$ cat config.mk
export PLATFORM = sky130hd
export DESIGN_NAME = line_ais_detector
export DESIGN_NICKNAME = d
export VERILOG_FILES = /design/src/rtl/line_ais_detector.sv
export SDC_FILE = /design/constraint.sdc
export NUM_CORES = 1
export LEC_CHECK = 0
export BUFFER_PORTS_ARGS = -buffer_cell sky130_fd_sc_hd__buf_2
export CORE_UTILIZATION = 41
export DETAILED_ROUTE_END_ITERATION = 8
export GPL_ROUTABILITY_DRIVEN = 1
export PLACE_DENSITY_LB_ADDON = 0.12
export SLEW_MARGIN = 40
export SYNTH_ARGS = -nofsm -noshare
export SYNTH_HDL_FRONTEND = slang
export SYNTH_SLANG_ARGS = --single-unit
$ cat constraint.sdc
create_clock -name clk -period 5.7 [get_ports clk]
set_input_delay 0.57 -clock clk [delete_from_list [all_inputs] [get_ports clk]]
set_output_delay 0.57 -clock clk [all_outputs]
set_load 0.005 [all_outputs]
$ cat src/rtl/line_ais_detector.sv
module line_ais_detector #(
  parameter int FRAME_BITS = 2928,
  parameter int MAX_ZEROS  = 5,
  parameter int PERSIST    = 2
) (
  input  logic clk,
  input  logic rst_n,
  input  logic bit_en,
  input  logic bit_in,
  input  logic lof,
  input  logic qual_mode,
  output logic alarm
);
  localparam int PW = $clog2(FRAME_BITS);
  localparam int ZW = $clog2(MAX_ZEROS + 2);
  localparam int SW = $clog2(PERSIST + 1);
  localparam logic [ZW-1:0] ZSAT = ZW'(MAX_ZEROS + 1);

  logic [PW-1:0] pos;
  logic [ZW-1:0] zcnt;
  logic [SW-1:0] streak;
  logic          alarm_q;

  wire           frame_end = bit_en && (pos == PW'(FRAME_BITS - 1));
  wire           is_zero   = bit_en && !bit_in;
  wire [ZW-1:0]  zsum      = (zcnt == ZSAT) ? zcnt : zcnt + ZW'(is_zero);
  wire           quiet     = zsum <= ZW'(MAX_ZEROS);
  wire           realign   = qual_mode && !lof;
  wire           toward    = alarm_q ? !quiet : (quiet && (!qual_mode || lof));

  always_ff @(posedge clk) begin
    if (!rst_n) begin
      pos     <= '0;
      zcnt    <= '0;
      streak  <= '0;
      alarm_q <= 1'b0;
    end else begin
      if (bit_en) pos <= frame_end ? '0 : pos + 1'b1;
      zcnt <= frame_end ? '0 : zsum;
      if (alarm_q && realign) begin
        alarm_q <= 1'b0;
        streak  <= '0;
      end else if (frame_end) begin
        if (!toward) begin
          streak <= '0;
        end else if (streak == SW'(PERSIST - 1)) begin
          alarm_q <= !alarm_q;
          streak  <= '0;
        end else begin
          streak <= streak + 1'b1;
        end
      end
    end
  end

  assign alarm = alarm_q;
endmodule


# Word-level counts from Yosys, hierarchy flattened
# Index checks and enable logic that the tools add are counted.
# Widths: inputs -> output; s select.
# classes
add_sub_neg	3
magnitude_cmp	1
n_eq_ne	3
mux	5
n_bitwise	1
n_reduce_logical	14
# ops
operator	count
$add 12x1->12 const B	1
$eq 12x12->1 const B	1
$mux 12	1
$logic_and 1x1->1	5
$logic_not 1->1	5
$mux 2	2
$reduce_or 2->1	2
$add 3x1->3	1
$eq 3x3->1 const B	1
$le 3x3->1 const B	1
$mux 3	1
$reduce_and 3->1	1
$add 2x1->2 const B	1
$eq 2x1->1 const B	1
$logic_or 1x1->1	1
$mux 1	1
$not 1->1	1
# totals
ff_bits	18
in_bits	6
out_inout_bits	1
elab_cells	31

# Longest topological paths before layout
# Gate-level depths: netlist (run 1).
# depth
ltp_word	8
mapped_depth	9
ltp_nobuf	8

# Worst setup path after synthesis (run 1)
# Ideal clock, no wire load.
# synth_path
path_type	input to register
from	input bit_en
to	register streak[1]
arrival_ns	2.135
t_required_ns	5.582
setup_slack_ns	3.447
cell_stages	9
path_buffers	1
cell_sequence	clkbuf_1 > nor2b_1 > ha_1 > ha_1 > xor2_1 > a22oi_1 > mux2i_1 > nor2_1 > o2111a_1
# synth_between
elab_chain_len	7
elab_cells_between_ends	9
# synth_lines
item	line_no	rtl
start: declaration	8	input logic bit_en,
$logic_and 1x1->1	25	wire is_zero = bit_en && !bit_in;
$add 3x1->3	26	wire [ZW-1:0] zsum = (zcnt == ZSAT) ? zcnt : zcnt + ZW'(is_zero);
$mux 3	26	
$le 3x3->1	27	wire quiet = zsum <= ZW'(MAX_ZEROS);
$logic_and 1x1->1 / $logic_not 1->1 (equally long branches)	29	wire toward = alarm_q ? !quiet : (quiet && (!qual_mode || lof));
$mux 1	29	
$mux 2	44	if (!toward) begin
end signal: assignment	50	streak <= streak + 1'b1;
end: declaration	21	logic [SW-1:0] streak;
# Parallel ways exist; a longest one is shown, timed or not.
# A chain may end at the register's enable or synchronous reset.

# Final worst setup path (run 1)
# Same ends and word-level chain as after synthesis.

==> results of run 1 <==
## metrics by stage
step / area (um^2) / setup slack (ns) / std cells / hold WS (ns) / power, mW
after detailed placement: 890 / 3.32 / 125 / 0.487 / 0.145
after CTS: 926 / 3.65 / 129 / 0.502 / 0.225
after global placement: 890 / 3.41 / 125 / 0.468 / 0.145
after floorplan: 840 / 3.45 / 95 / 0.461 / 0.141
after global routing: 926 / 3.53 / 129 / 0.524 / 0.232
final: 926 / 3.65 / 129 / 0.500 / 0.223
## worst paths after layout
kind         cells after the start  slack [ns]   endpoint
min                              1        0.50  streak[1]
max                              9        3.65  streak[1]
min reg2reg                      1        0.50  streak[1]
max reg2reg                      5        3.76    zcnt[2]
## registers in the layout, summed over array words and instances, names as in the netlist
| name | cells |
|---|---|
| zcnt | 3 |
| pos | 12 |
| streak | 2 |
| alarm | 1 |
## power breakdown
group          leakage, nW  internal (mW)  total [mW]  switching, mW
logic                0.174        0.00520      0.0116        0.00641
registers            0.146          0.128       0.131        0.00245
clock network       0.0210         0.0390      0.0809         0.0418
total                0.341          0.172       0.223         0.0507
## cell usage in the layout (no fill, tap or decap)
master / count
o41ai_1: 1
a21boi_0: 1
nand2b_1: 1
nor2b_1: 3
nand4_1: 6
a21oi_1: 1
xor2_1: 6
xnor2_1: 7
nand2_1: 9
dfxtp_1: 18
or4b_1: 1
nor3b_2: 2
and2_1: 1
nand3_1: 4
a22oi_1: 1
clkbuf_8: 1
or3_1: 1
mux2i_1: 2
nor2_1: 20
buf_2: 6
o2111a_1: 1
ha_1: 3
clkbuf_4: 3
nor3_1: 3
## worst max-delay path, cell delays in order
cell	delay, ns
buf_2	0.14
nor2b_1	0.14
ha_1	0.17
ha_1	0.22
xor2_1	0.17
a22oi_1	0.33
mux2i_1	0.23
nor2_1	0.05
o2111a_1	0.22
## layout make-up
class,instances,area share [%]
Clock buffer,4,3.92
Multi-Input combinational cell,74,50.3
Sequential cell,18,38.9
Tap cell,27,3.65
Timing Repair Buffer,6,3.24
## per-layer routing
metal	wire (um)	GRT usage (%)	part of all wire (%)
met1	754	19.6	54
met2	540	22.2	39
met3	57	6.92	4.1
met4	31	8.57	2.2
met5	0	0	0
## cell families (layout without fill, tap and decap cells)
kind of cell	count (synthesis)	after routing	synth area share (%)
AND/OR/NAND/NOR	51	51	30.3
flip-flops	18	18	42.9
XOR/XNOR	13	13	13.6
AO/OA/AOI/OAI	5	5	4.77
adder cells (fa/ha/maj)	3	3	4.47
buffers and inverters	3	10	1.64
multiplexers	2	2	2.38
## cell usage after synthesis, drive strengths merged, types with 2 or more instances
cell	instances	area share [%]
mux2i	2	2.4
dfxtp	18	43
nand4	6	4.5
nor3b	2	3.0
nand2	9	4.0
nor2b	3	2.2
xor2	6	6.3
ha	3	4.5
buf	2	1.2
nand3	4	2.4
xnor2	7	7.3
nor3	3	1.8
nor2	20	8.9
==> qor.yml, run 1 <==
clock_skew_ns: 0.00463
via_per_inst: 4.95
slew_headroom_pct: 67.4
drive_gt1_share_pct: 11.8
hold_violations: 0
clockBufferDepth: 2
yosysUniqueCellTypes: 23
setup_violations: 0
dieWidth_um: 47.3
drc: 0
cts.clk_slew.worst_paths_ns: 0.10
n_fill_cell: 199
ir_drop_uv: 126
synth_seq_cells: 18
rsz0062_at_grt: "no"
cts_root_buf: "clkbuf_4"
grt_pass1_vias: 557
slew_viol_final: 0
netlist_area_um2: 840
worst-setup-path-type: "in -> reg"
gr-total-overflow: 0
outcome: "finished clean"
die_area_um2: 2230
finalCritPeriodShare_pct: 35.9
clock_sinks: 18
cts_resized: 0
ant_nets: 0
startpoint_type: "input port"
worstSkewPairLatency_ns: 0.30
syn_inst: 95
drtIter0Drc: 10
gp_congestion: 0.790
hp-start: "streak[1]"
crit_required_ns: 5.90
post_cts_buffers: 0
worstSetupEndpointType: "register"
grt_util_all_layers_pct: 15.6
fin_tns_setup_ns: 0
fp.dieH_um: 47.3
area_growth_pct: 10.3
core_um2: 1940
via_count: 638
wire_per_inst_um: 10.7
synth_seq_area_share_pct: 42.9
multiInputGateArea_um2: 465
synth_fp_nets: 104
ctsHoldBuffers: 0
hpwl_um: 1000
rows: 16
critPathLaunch: "bit_en"
nNetsFinal: 112
worstPathMaxFanout: 8
dr.pass1.iters: 4
fin_util_pct: 47.7
cts_buffers: 3
portBuffers: 6
num_io_pins: 7
antenna_found_initial: 0
synth.avg_cell_area_um2: 8.84
antennaDiodeCount: 0
async_flop_share_pct: 0
synth_ff_type: "dfxtp_1"
r2r_start: "pos[0]"
grt_max_degree: 15
cts_tree: "done"
timing.final.crit_period_ns: 2.05
fmax_mhz: 489
hold_class: "reg -> reg"
area.sequential_um2: 360
p_per_area_nw_per_um2: 241
ys_warn_count: 0
worstPathArrival_ns: 2.25
tightest_slew_ns: 0.488
routed_wl_mm: 1.38
leakage_nw: 0.341
grt_pass1_wl_mm: 2.35
cts.htree.levels: 1
start_util_pct: 43.2
synth-edff-count: 0
drv_cap: 0
(Power assumes the default switching activity.)
==> run 2: changes to the inputs <==
--- a/config.mk
+++ b/config.mk
@@ -5,6 +5,7 @@
 export SDC_FILE = /design/constraint.sdc
 export NUM_CORES = 1
 export LEC_CHECK = 0
+export ABC_AREA = 1
 export BUFFER_PORTS_ARGS = -buffer_cell sky130_fd_sc_hd__buf_2
 export CORE_UTILIZATION = 41
 export DETAILED_ROUTE_END_ITERATION = 8
==> constraint.sdc (replaced) <==
create_clock -name clk -period 2.1 [get_ports clk]
set_input_delay 0.21 -clock clk [delete_from_list [all_inputs] [get_ports clk]]
set_output_delay 0.21 -clock clk [all_outputs]
set_load 0.005 [all_outputs]
==> qor.yml, run 2 <==
dr.pass1.iters: 4  # unchanged
die_area_um2: 2460  # was 2230 um^2
outcome: "finished clean"  # unchanged
fin_ws_ns: 0.501  # was 3.65 ns
fin_tns_setup_ns: 0  # unchanged
internal_power_mw: 0.470  # was 0.172 mW
ys_warn_count: 0  # unchanged
worst-setup-path-type: "reg -> reg"  # was in -> reg
rsz0062_at_grt: "no"  # unchanged
via_per_inst: 4.55  # was 4.95
rrSetupSlack_ns: 0.50  # was 3.76 ns
crit_required_ns: 2.29  # was 5.90 ns
slew_headroom_pct: 79.1  # was 67.4%
antenna_found_initial: 0  # unchanged
gp_congestion: 0.786  # was 0.790
ctsHoldBuffers: 0  # unchanged
async_flop_share_pct: 0  # unchanged
drive_gt1_share_pct: 15.7  # was 11.8%
synth-edff-count: 0  # unchanged
power.total_mw: 0.606  # was 0.223 mW
grt_pass1_vias: 654  # was 557
numPlacedInstances: 163  # was 125
rows: 16  # unchanged
grt_max_degree: 11  # was 15
layout_common_cells: "nand2_1 (28), inv_1 (22), nor2_1 (21), dfxtp_1 (18), nand3_1 (8)"  # was nor2_1 (20), dfxtp_1 (18), nand2_1 (9), xnor2_1 (7)
via_count: 760  # was 638
hold_violations: 0  # unchanged
fin_util_pct: 49.8  # was 47.7%
hpwl_mm: 1.24  # was 1000 um
cpMostUsedCell: "nand2_1"  # was ha_1
worstSkewPairLatency_ns: 0.29  # was 0.30 ns
final_cells: 167  # was 129
cts_resized: 0  # unchanged
cts.clk_slew.worst_paths_ns: 0.11  # was 0.10 ns
path_cells: "ha_1, nand2_2, inv_1, nand2_1, nor2_1, nand2_1, nand2_1, inv_1, o21ai_0, nor2_1"  # was buf_2, nor2b_1, ha_1, ha_1, xor2_1, a22oi_1, mux2i_1, nor2_1, o2111a_1
worstPathArrival_ns: 1.79  # was 2.25 ns
timing.final.crit_period_ns: 1.60
synth_top_cell_by_area: "dfxtp_1"  # unchanged
drc: 0  # unchanged
hold_class: "in -> reg"  # was reg -> reg
power.switching_mw: 0.136  # was 0.0507 mW
largest_reg_flops: 12  # unchanged
p_per_area_nw_per_um2: 597  # was 241 nW/um^2
crit_buf_inv: 2  # was 1
p_comb_share_pct: 6.3  # was 5.2%
swShare_pct: 22.5  # was 22.7%
setup_violations: 0  # unchanged
portBuffers: 6  # unchanged
seq_power_share_pct: 58.2  # was 58.5%
cts_root_buf: "clkbuf_4"  # unchanged
top_regs: "pos: 12 flops, zcnt: 3 flops, streak: 2 flops"  # unchanged
wire_per_inst_um: 9.57  # was 10.7 um
cts_tree: "done"  # unchanged
synth_common_cells: "nand2_1 (28), inv_1 (22), nor2_1 (21)"  # was nor2_1 (20), dfxtp_1 (18), nand2_1 (9)
synth_ff_type: "dfxtp_1"  # unchanged
fmax_mhz: 625
dieWidth_um: 49.6  # was 47.3 um
largest_register: "pos"  # unchanged
routed_wl_mm: 1.60  # was 1.38 mm
synth_top_area_share_pct: 38.9  # was 42.9%
gr-total-overflow: 0  # unchanged
final_common_cell: "nand2_1"  # was nor2_1
antennaDiodeCount: 0  # unchanged
fp.dieH_um: 49.6  # was 47.3 um
netlist_area_um2: 927  # was 840 um^2
synth.avg_cell_area_um2: 7.08  # was 8.84 um^2
drv_cap: 0  # unchanged
synth_seq_area_share_pct: 38.9  # was 42.9%
core_um2: 2040  # was 1940 um^2
cts_buffers: 3  # unchanged
cpPeakStageDelay_ns: 0.38  # was 0.33 ns
cp_top_family: "simple AND/OR/NAND/NOR gates"  # was compound AO/OA/AOI/OAI gates
num_io_pins: 7  # unchanged
synth_seq_cells: 18  # unchanged
ant_nets: 0  # unchanged
startpoint_type: "register"  # was input port
slew_viol_final: 0  # unchanged
start_util_pct: 45.4  # was 43.2%
ir_drop_uv: 443  # was 126 uV
finalCritPeriodShare_pct: 76.1
cts.htree.levels: 1  # unchanged
synth_area_leaders: "dfxtp_1 (39%), nand2_1 (11%), inv_1 (8.9%)"  # was dfxtp_1 (43%), nor2_1 (8.9%), xnor2_1 (7.3%)
leakage_nw: 0.466  # was 0.341 nW
clock_sinks: 18  # unchanged
post_cts_buffers: 0  # unchanged
clock_skew_ns: 0.000804  # was 0.00463 ns
worstSetupEndpointType: "register"  # unchanged
clockPowerShare_pct: 35.5  # was 36.3%
syn_inst: 131  # was 95
synth.most_common_cell: "nand2_1"  # was nor2_1
area_growth_pct: 9.58  # was 10.3%
crit_slowest_cell: "dfxtp_1"  # was a22oi_1
grt_util_all_layers_pct: 14.5  # was 15.6%
n_fill_cell: 213  # was 199
tightest_slew_ns: 0.311  # was 0.488 ns
clockBufferDepth: 2  # unchanged
post-place-ws_ns: 0.497  # was 3.32 ns
synth_fp_nets: 140  # was 104
nNetsFinal: 150  # was 112
drtIter0Drc: 15  # was 10
worstPathMaxFanout: 5  # was 8
grt_pass1_wl_mm: 2.67  # was 2.35 mm
yosysUniqueCellTypes: 22  # was 23
## run 2: logic make-up (layout without fill, tap and decap cells)
family / Yosys count / count (layout) / synth area share (%)
simple gates: 73 / 73 / 37.4
fa+ha+maj: 3 / 3 / 4.05
buf+inv: 24 / 33 / 10.9
xor+xnor: 3 / 3 / 2.83
flops: 18 / 18 / 38.9
compound gates: 10 / 10 / 5.94
## run 2: worst paths after layout
| path | to | from | depth (start not counted) |
|---|---|---|---|
| setup reg to reg | pos[8] | pos[0] | 10 |
| hold / removal | pos[1] | rst_n | 3 |
| hold reg to reg | streak[1] | streak[1] | 2 |
| setup / recovery | pos[8] | pos[0] | 10 |
## run 2: power groups by stage
stage	registers (mW)	logic, mW	clock network [mW]
floorplan	0.360	0.0302	0
global placement	0.360	0.0376	0
detailed placement	0.361	0.0381	0
CTS	0.353	0.0386	0.227
global route	0.354	0.0445	0.241
finish	0.353	0.0382	0.215
## run 2: through the flow
stage / hold slack, ns / area [um^2]
global route: 0.186 / 1020
global placement: 0.424 / 980
detailed placement: 0.447 / 980
CTS: 0.181 / 1020
floorplan: 0.364 / 927
finish: 0.188 / 1020
## run 2: layer usage
| metal | routed length (um) | GRT usage (%) | part of all wire [%] | vias to the layer above |
|---|---|---|---|---|
| met2 | 722 | 23.4 | 45 | 6 |
| met1 | 822 | 17.6 | 51 | 331 |
| met4 | 13 | 7.14 | 0.81 | 0 |
| met3 | 39 | 3.70 | 2.4 | 2 |
| li1 | - | - | - | 421 |
| met5 | 0 | 0 | 0 | - |
## run 2: final cells by class
cell class | instances | area (um^2) | share of cell area (%)
Clock buffer | 4 | 36.3 | 3.57
Inverter | 22 | 82.6 | 8.13
Multi-Input combinational cell | 89 | 465 | 45.8
Sequential cell | 18 | 360 | 35.5
Tap cell | 27 | 33.8 | 3.33
Timing Repair Buffer | 7 | 37.5 | 3.69
## run 2: worst min-delay path, stage by stage
cell and delay, ns:
buf_2 0.10, nand3_1 0.09, o21ai_2 0.05
